## config.mk

```make
export PLATFORM = sky130hd
export DESIGN_NAME = brt_addr_router
export DESIGN_NICKNAME = d
export VERILOG_FILES = /design/src/rtl/brt_pkg.sv /design/src/rtl/brt_window_cmp.sv /design/src/rtl/brt_vga_decode.sv /design/src/rtl/brt_isa_filter.sv /design/src/rtl/brt_addr_router.sv
export SDC_FILE = /design/constraint.sdc
export NUM_CORES = 1
export LEC_CHECK = 0
export ABC_AREA = 1
export BUFFER_PORTS_ARGS = -buffer_cell sky130_fd_sc_hd__buf_4
export CAP_MARGIN = 20
export CELL_PAD_IN_SITES_DETAIL_PLACEMENT = 0
export CELL_PAD_IN_SITES_GLOBAL_PLACEMENT = 1
export CORE_MARGIN = 1
export CORE_UTILIZATION = 35
export CTS_BUF_LIST = sky130_fd_sc_hd__clkbuf_4 sky130_fd_sc_hd__clkbuf_8 sky130_fd_sc_hd__clkbuf_16
export CTS_CLUSTER_DIAMETER = 50
export DETAILED_ROUTE_END_ITERATION = 16
export GPL_TIMING_DRIVEN = 0
export PLACE_DENSITY_LB_ADDON = 0.3
export SLEW_MARGIN = 25
export SYNTH_ARGS = -nofsm -noshare
export SYNTH_HDL_FRONTEND = slang
export SYNTH_SLANG_ARGS = --single-unit
export TNS_END_PERCENT = 1
```

## constraint.sdc

```tcl
create_clock -name clk -period 2.3 [get_ports clk]
set_input_delay 0.115 -clock clk [delete_from_list [all_inputs] [get_ports clk]]
set_output_delay 0.115 -clock clk [all_outputs]
set_load 0.01 [all_outputs]
```

## src/rtl/brt_pkg.sv

```systemverilog
package brt_pkg;

  // Legacy display memory hole (inclusive bounds)
  localparam logic [31:0] LEGACY_MEM_FIRST = 32'h000A_0000;
  localparam logic [31:0] LEGACY_MEM_LAST  = 32'h000B_FFFF;

  // Legacy display I/O ranges, matched on the low alias bits only
  localparam int unsigned ALIAS_BITS       = 10;
  localparam logic [ALIAS_BITS-1:0] LEGACY_IO_A_FIRST = 10'h3B0;
  localparam logic [ALIAS_BITS-1:0] LEGACY_IO_A_LAST  = 10'h3BB;
  localparam logic [ALIAS_BITS-1:0] LEGACY_IO_B_FIRST = 10'h3C0;
  localparam logic [ALIAS_BITS-1:0] LEGACY_IO_B_LAST  = 10'h3DF;

  // Quarter-select bits within a 1 KB I/O block
  localparam int unsigned QUARTER_MSB = 9;
  localparam int unsigned QUARTER_LSB = 8;

  typedef enum logic {
    PORT_PRIMARY   = 1'b0,
    PORT_SECONDARY = 1'b1
  } port_e;

  typedef struct packed {
    logic  valid;
    port_e port;
  } route_t;

endpackage

```

## src/rtl/brt_window_cmp.sv

```systemverilog
module brt_window_cmp #(
  parameter int unsigned W = 16
) (
  input  logic [W-1:0] addr,
  input  logic [W-1:0] base,
  input  logic [W-1:0] limit,
  output logic         hit
);

  // Inclusive window; an inverted pair can never satisfy both bounds.
  always_comb begin
    hit = (addr >= base) && (addr <= limit);
  end

endmodule

```

## src/rtl/brt_vga_decode.sv

```systemverilog
module brt_vga_decode
  import brt_pkg::*;
#(
  parameter int unsigned ADDR_W = 32
) (
  input  logic              enable,
  input  logic              is_io,
  input  logic [ADDR_W-1:0] addr,
  output logic              hit
);

  localparam logic [ADDR_W-1:0] MEM_FIRST = ADDR_W'(LEGACY_MEM_FIRST);
  localparam logic [ADDR_W-1:0] MEM_LAST  = ADDR_W'(LEGACY_MEM_LAST);

  logic [ALIAS_BITS-1:0] alias_off;
  logic                  io_match;
  logic                  mem_match;

  always_comb begin
    alias_off = addr[ALIAS_BITS-1:0];
    io_match  = ((alias_off >= LEGACY_IO_A_FIRST) && (alias_off <= LEGACY_IO_A_LAST)) ||
                ((alias_off >= LEGACY_IO_B_FIRST) && (alias_off <= LEGACY_IO_B_LAST));
    mem_match = (addr >= MEM_FIRST) && (addr <= MEM_LAST);
    hit       = enable && (is_io ? io_match : mem_match);
  end

endmodule

```

## src/rtl/brt_isa_filter.sv

```systemverilog
module brt_isa_filter (
  input  logic       enable,
  input  logic [1:0] quarter,
  output logic       block
);

  // Only the first 256 bytes of each 1 KB block pass to the secondary side.
  always_comb begin
    block = enable && (quarter != 2'b00);
  end

endmodule

```

## src/rtl/brt_addr_router.sv

```systemverilog
module brt_addr_router
  import brt_pkg::*;
#(
  parameter int unsigned ADDR_W = 32,
  parameter int unsigned IO_W   = 16
) (
  input  logic              clk,
  input  logic              rst,
  input  logic              req_valid,
  input  logic              req_is_io,
  input  logic [ADDR_W-1:0] req_addr,
  input  logic              vga_en,
  input  logic              isa_en,
  input  logic [IO_W-1:0]   io_base,
  input  logic [IO_W-1:0]   io_limit,
  input  logic [ADDR_W-1:0] mem_base,
  input  logic [ADDR_W-1:0] mem_limit,
  input  logic [ADDR_W-1:0] pmem_base,
  input  logic [ADDR_W-1:0] pmem_limit,
  output logic              route_valid,
  output logic              route_secondary
);

  localparam int unsigned NUM_MEM_WIN = 2;

  logic [NUM_MEM_WIN-1:0][ADDR_W-1:0] win_base;
  logic [NUM_MEM_WIN-1:0][ADDR_W-1:0] win_limit;
  logic [NUM_MEM_WIN-1:0]             mem_win_hit;

  logic   io_win_hit;
  logic   legacy_hit;
  logic   isa_block;
  logic   io_fwd;
  logic   mem_fwd;
  port_e  next_port;
  route_t route_q;

  assign win_base[0]  = mem_base;
  assign win_limit[0] = mem_limit;
  assign win_base[1]  = pmem_base;
  assign win_limit[1] = pmem_limit;

  for (genvar g = 0; g < NUM_MEM_WIN; g++) begin : g_mem_win
    brt_window_cmp #(.W(ADDR_W)) u_mem_win (
      .addr  (req_addr),
      .base  (win_base[g]),
      .limit (win_limit[g]),
      .hit   (mem_win_hit[g])
    );
  end

  brt_window_cmp #(.W(IO_W)) u_io_win (
    .addr  (req_addr[IO_W-1:0]),
    .base  (io_base),
    .limit (io_limit),
    .hit   (io_win_hit)
  );

  brt_vga_decode #(.ADDR_W(ADDR_W)) u_legacy (
    .enable (vga_en),
    .is_io  (req_is_io),
    .addr   (req_addr),
    .hit    (legacy_hit)
  );

  brt_isa_filter u_isa (
    .enable  (isa_en),
    .quarter (req_addr[QUARTER_MSB:QUARTER_LSB]),
    .block   (isa_block)
  );

  always_comb begin
    io_fwd  = io_win_hit && !isa_block;
    mem_fwd = |mem_win_hit;
    if (legacy_hit || (req_is_io ? io_fwd : mem_fwd)) begin
      next_port = PORT_SECONDARY;
    end else begin
      next_port = PORT_PRIMARY;
    end
  end

  always_ff @(posedge clk) begin
    if (rst) begin
      route_q <= '0;
    end else begin
      route_q.valid <= req_valid;
      route_q.port  <= req_valid ? next_port : PORT_PRIMARY;
    end
  end

  assign route_valid     = route_q.valid;
  assign route_secondary = (route_q.port == PORT_SECONDARY);

endmodule

```

==> results by group <==
Die
  – Die width: 113 um
  – Core ar.: 12100 um^2
  – Initial Utilization: 36.0%
  – Die ar.: 12900 um^2
  – Io pins: 200
  – Die Y: 113 um
  – # rows: 40

STA
  – Max-slew headroom: about three quarters
  – Fin crit share: between 60% and 70%
  – Setup_tns: 0 ns
  – Final Hold Viols: 0
  – Maximum clock rate: 714 MHz
  – RSZ-0062 raised after global routing: false
  – Worst-Margin Slew: 0.385 ns
  – # setup viols final: 0
  – Post-layout minimum cycle time: between 1 and 1.5 ns
  – Slew Limit Fails: 0
  – Hold_ws: 0.0882 ns
  – Setup ws final: approximately 0.9 ns

Synthesis
  – Syn_area_per_cell: between 6 and 7 um^2
  – Top cell type's share of synthesized area: 46.1%
  – Largest cells by area after synthesis: ha_1, inv_1, nand2_1, a21oi_1, nor2_1
  – Synthesized area: 4340 um^2
  – Cells after Synth: 699
  – Seq/Total Area, Yosys: 0.922%
  – Biggest area consumer among synthesized cells: ha_1
  – Synth unique cells: 25
  – Synth Warn #: 0
  – Post-Syn Nets: 1057
  – Yosys reg bits: 2

Run status
  – Status: complete, no violations

Routing
  – Wire length per cell: 11.8 um
  – Final wirelength: 12600 um
  – DRT Pass-1 Iters: 4
  – Vias per cell: 4.52
  – Number of remaining DRC errors: 0
  – Antenna Nets Post-Route: 0
  – DR iter-0 viols: 144
  – Vias post-DR: a little under 5000

Setup path
  – CP startpoint: req_addr[11]
  – WP data arrival: 1.51 ns
  – CP Capture Type: register
  – Worst Path Required: 2.41 ns
  – Startpoint types: input port
  – Critical Path Fanout Max: 6
  – Critical path class: input port to register

Placement
  – Hpwl dp: 11400 um
  – Pre-CTS setup slack: 0.624 ns
  – Area after DPL: 6050 um^2
  – Routability congestion estimate: roughly 0.84
  – Port buffer count: between 150 and 200

Power and ir drop
  – Peak supply drop: 0.000143 V
  – Lkg Pwr: 0.00394 uW
  – Pwr dens: ~210 nW/um^2

Clock network
  – Htree depth: 1
  – CTS Buffer Depth: 2
  – Clock sink count: 2
  – Hold Buf Count CTS: 0
  – TritonCTS clock tree: built
  – PostCTS Resize Cnt: 0
  – Num CTS Buffers: 3
  – Clock root cell: clkbuf_16
  – Clk pin slew, worst setup/hold paths: 0.03 ns
  – Postcts setup bufs: 0

GRT
  – Initial antenna violation count: 0
  – Largest net degree at the start of global routing: 9
  – Grt ovf: 0
  – Total GRT Usage: 19.7%
  – Vias in the first global route: 4688
  – First-pass GRT wire length: 20700 um

Final layout
  – Final Cell Area: 6120 um^2
  – N_diodes: 0
  – Area growth syn-to-layout: 41.0%
  – Ratio of cells with drive above 1 in the final layout: 23.6%
  – Nets: 1261

Worst hold path
  – HP Start: rst
  – Hold Path Class: input port to register

Job
  – MaxCap Viol Count: 0
-- through the flow --
stage          power, uW  util (%)  instances
6_report            1290      50.8       1069
5_1_grt             1460      50.8       1069
4_1_cts             1300      50.8       1069
3_5_place_dp        1030      50.1       1066
3_3_place_gp         994      50.1       1066
2_1_floorplan        572         -        699
-- cell usage after synthesis (all sizes together) --
library cell  number
o21a               9
inv              191
a41oi              2
nor2              43
a21o               1
o21bai             3
a21boi             1
nand2            155
nand4             13
a21oi             76
dfxtp              2
nor3               6
nor4               5
and3               1
nand3             11
ha               160
o21ai             20
-- cell type report --
cell class,count,area [um^2]
Fill cell,1225,5940
Timing Repair Buffer,199,1490
Multi-Input combinational cell,506,3590
Inverter,191,717
Sequential cell,2,40.0
Tap cell,168,210
Clock buffer,3,75.1
-- critical path, cell delays in order --
cell     delay, ns
buf_4         0.14
ha_1          0.32
a21oi_1       0.15
o21ai_1       0.08
a21oi_1       0.24
nand2_1       0.09
nand2_1       0.06
nand3_1       0.07
nand2_1       0.08
nand3_1       0.07
nand2_1       0.06
inv_1         0.04
-- path summary, 6_finish.rpt --
kind,to,slack (ns),cells past startpoint
max,route_secondary,0.90,12
min,route_valid,0.09,2
-- layout by cell type, fill, tap and decap left out --
cell type    n
dfxtp_1      2
inv_1      186
nor3_1       5
o21a_1       9
o21ai_1      8
inv_2        5
nand3_1     11
nor4_4       1
nor4_2       1
nor3_2       1
nand2_1    154
o21bai_1     3
nand2_2      1
ha_1       160
clkbuf_16    3
o21ai_0     12
nor2_1      42
a21oi_1     75
nor4_1       3
and3_1       1
a21boi_1     1
a21oi_2      1
a41oi_1      2
a21o_1       1
nand4_1     13
buf_4      199
nor2_2       1
-- cell families after synthesis --
kind of cell	share of synthesized area, %
compound gates	14.0
fa+ha+maj	46.1
buf+inv	16.5
flops	0.922
simple gates	22.5
-- where the power goes --
part           leakage [uW]  switching [uW]  total (uW)  internal (uW)
sequential        0.0000165           0.664        37.6           37.0
clock             0.0000370            40.6         262            221
combinational       0.00389             487         986            499
-- sequential cells by signal, summed over array words and instances (netlist names) --
name and count:
route_secondary 1, route_valid 1
-- routing by layer --
metal / up-vias / part of all wire, % / GRT usage [%]
li1: 2652 / - / -
met1: 2055 / 48 / 26.5
met2: 123 / 47 / 35.4
met3: 2 / 4.3 / 1.54
met4: 0 / 0.18 / 1.67
met5: - / 0 / 0
(Power assumes the default switching activity.)
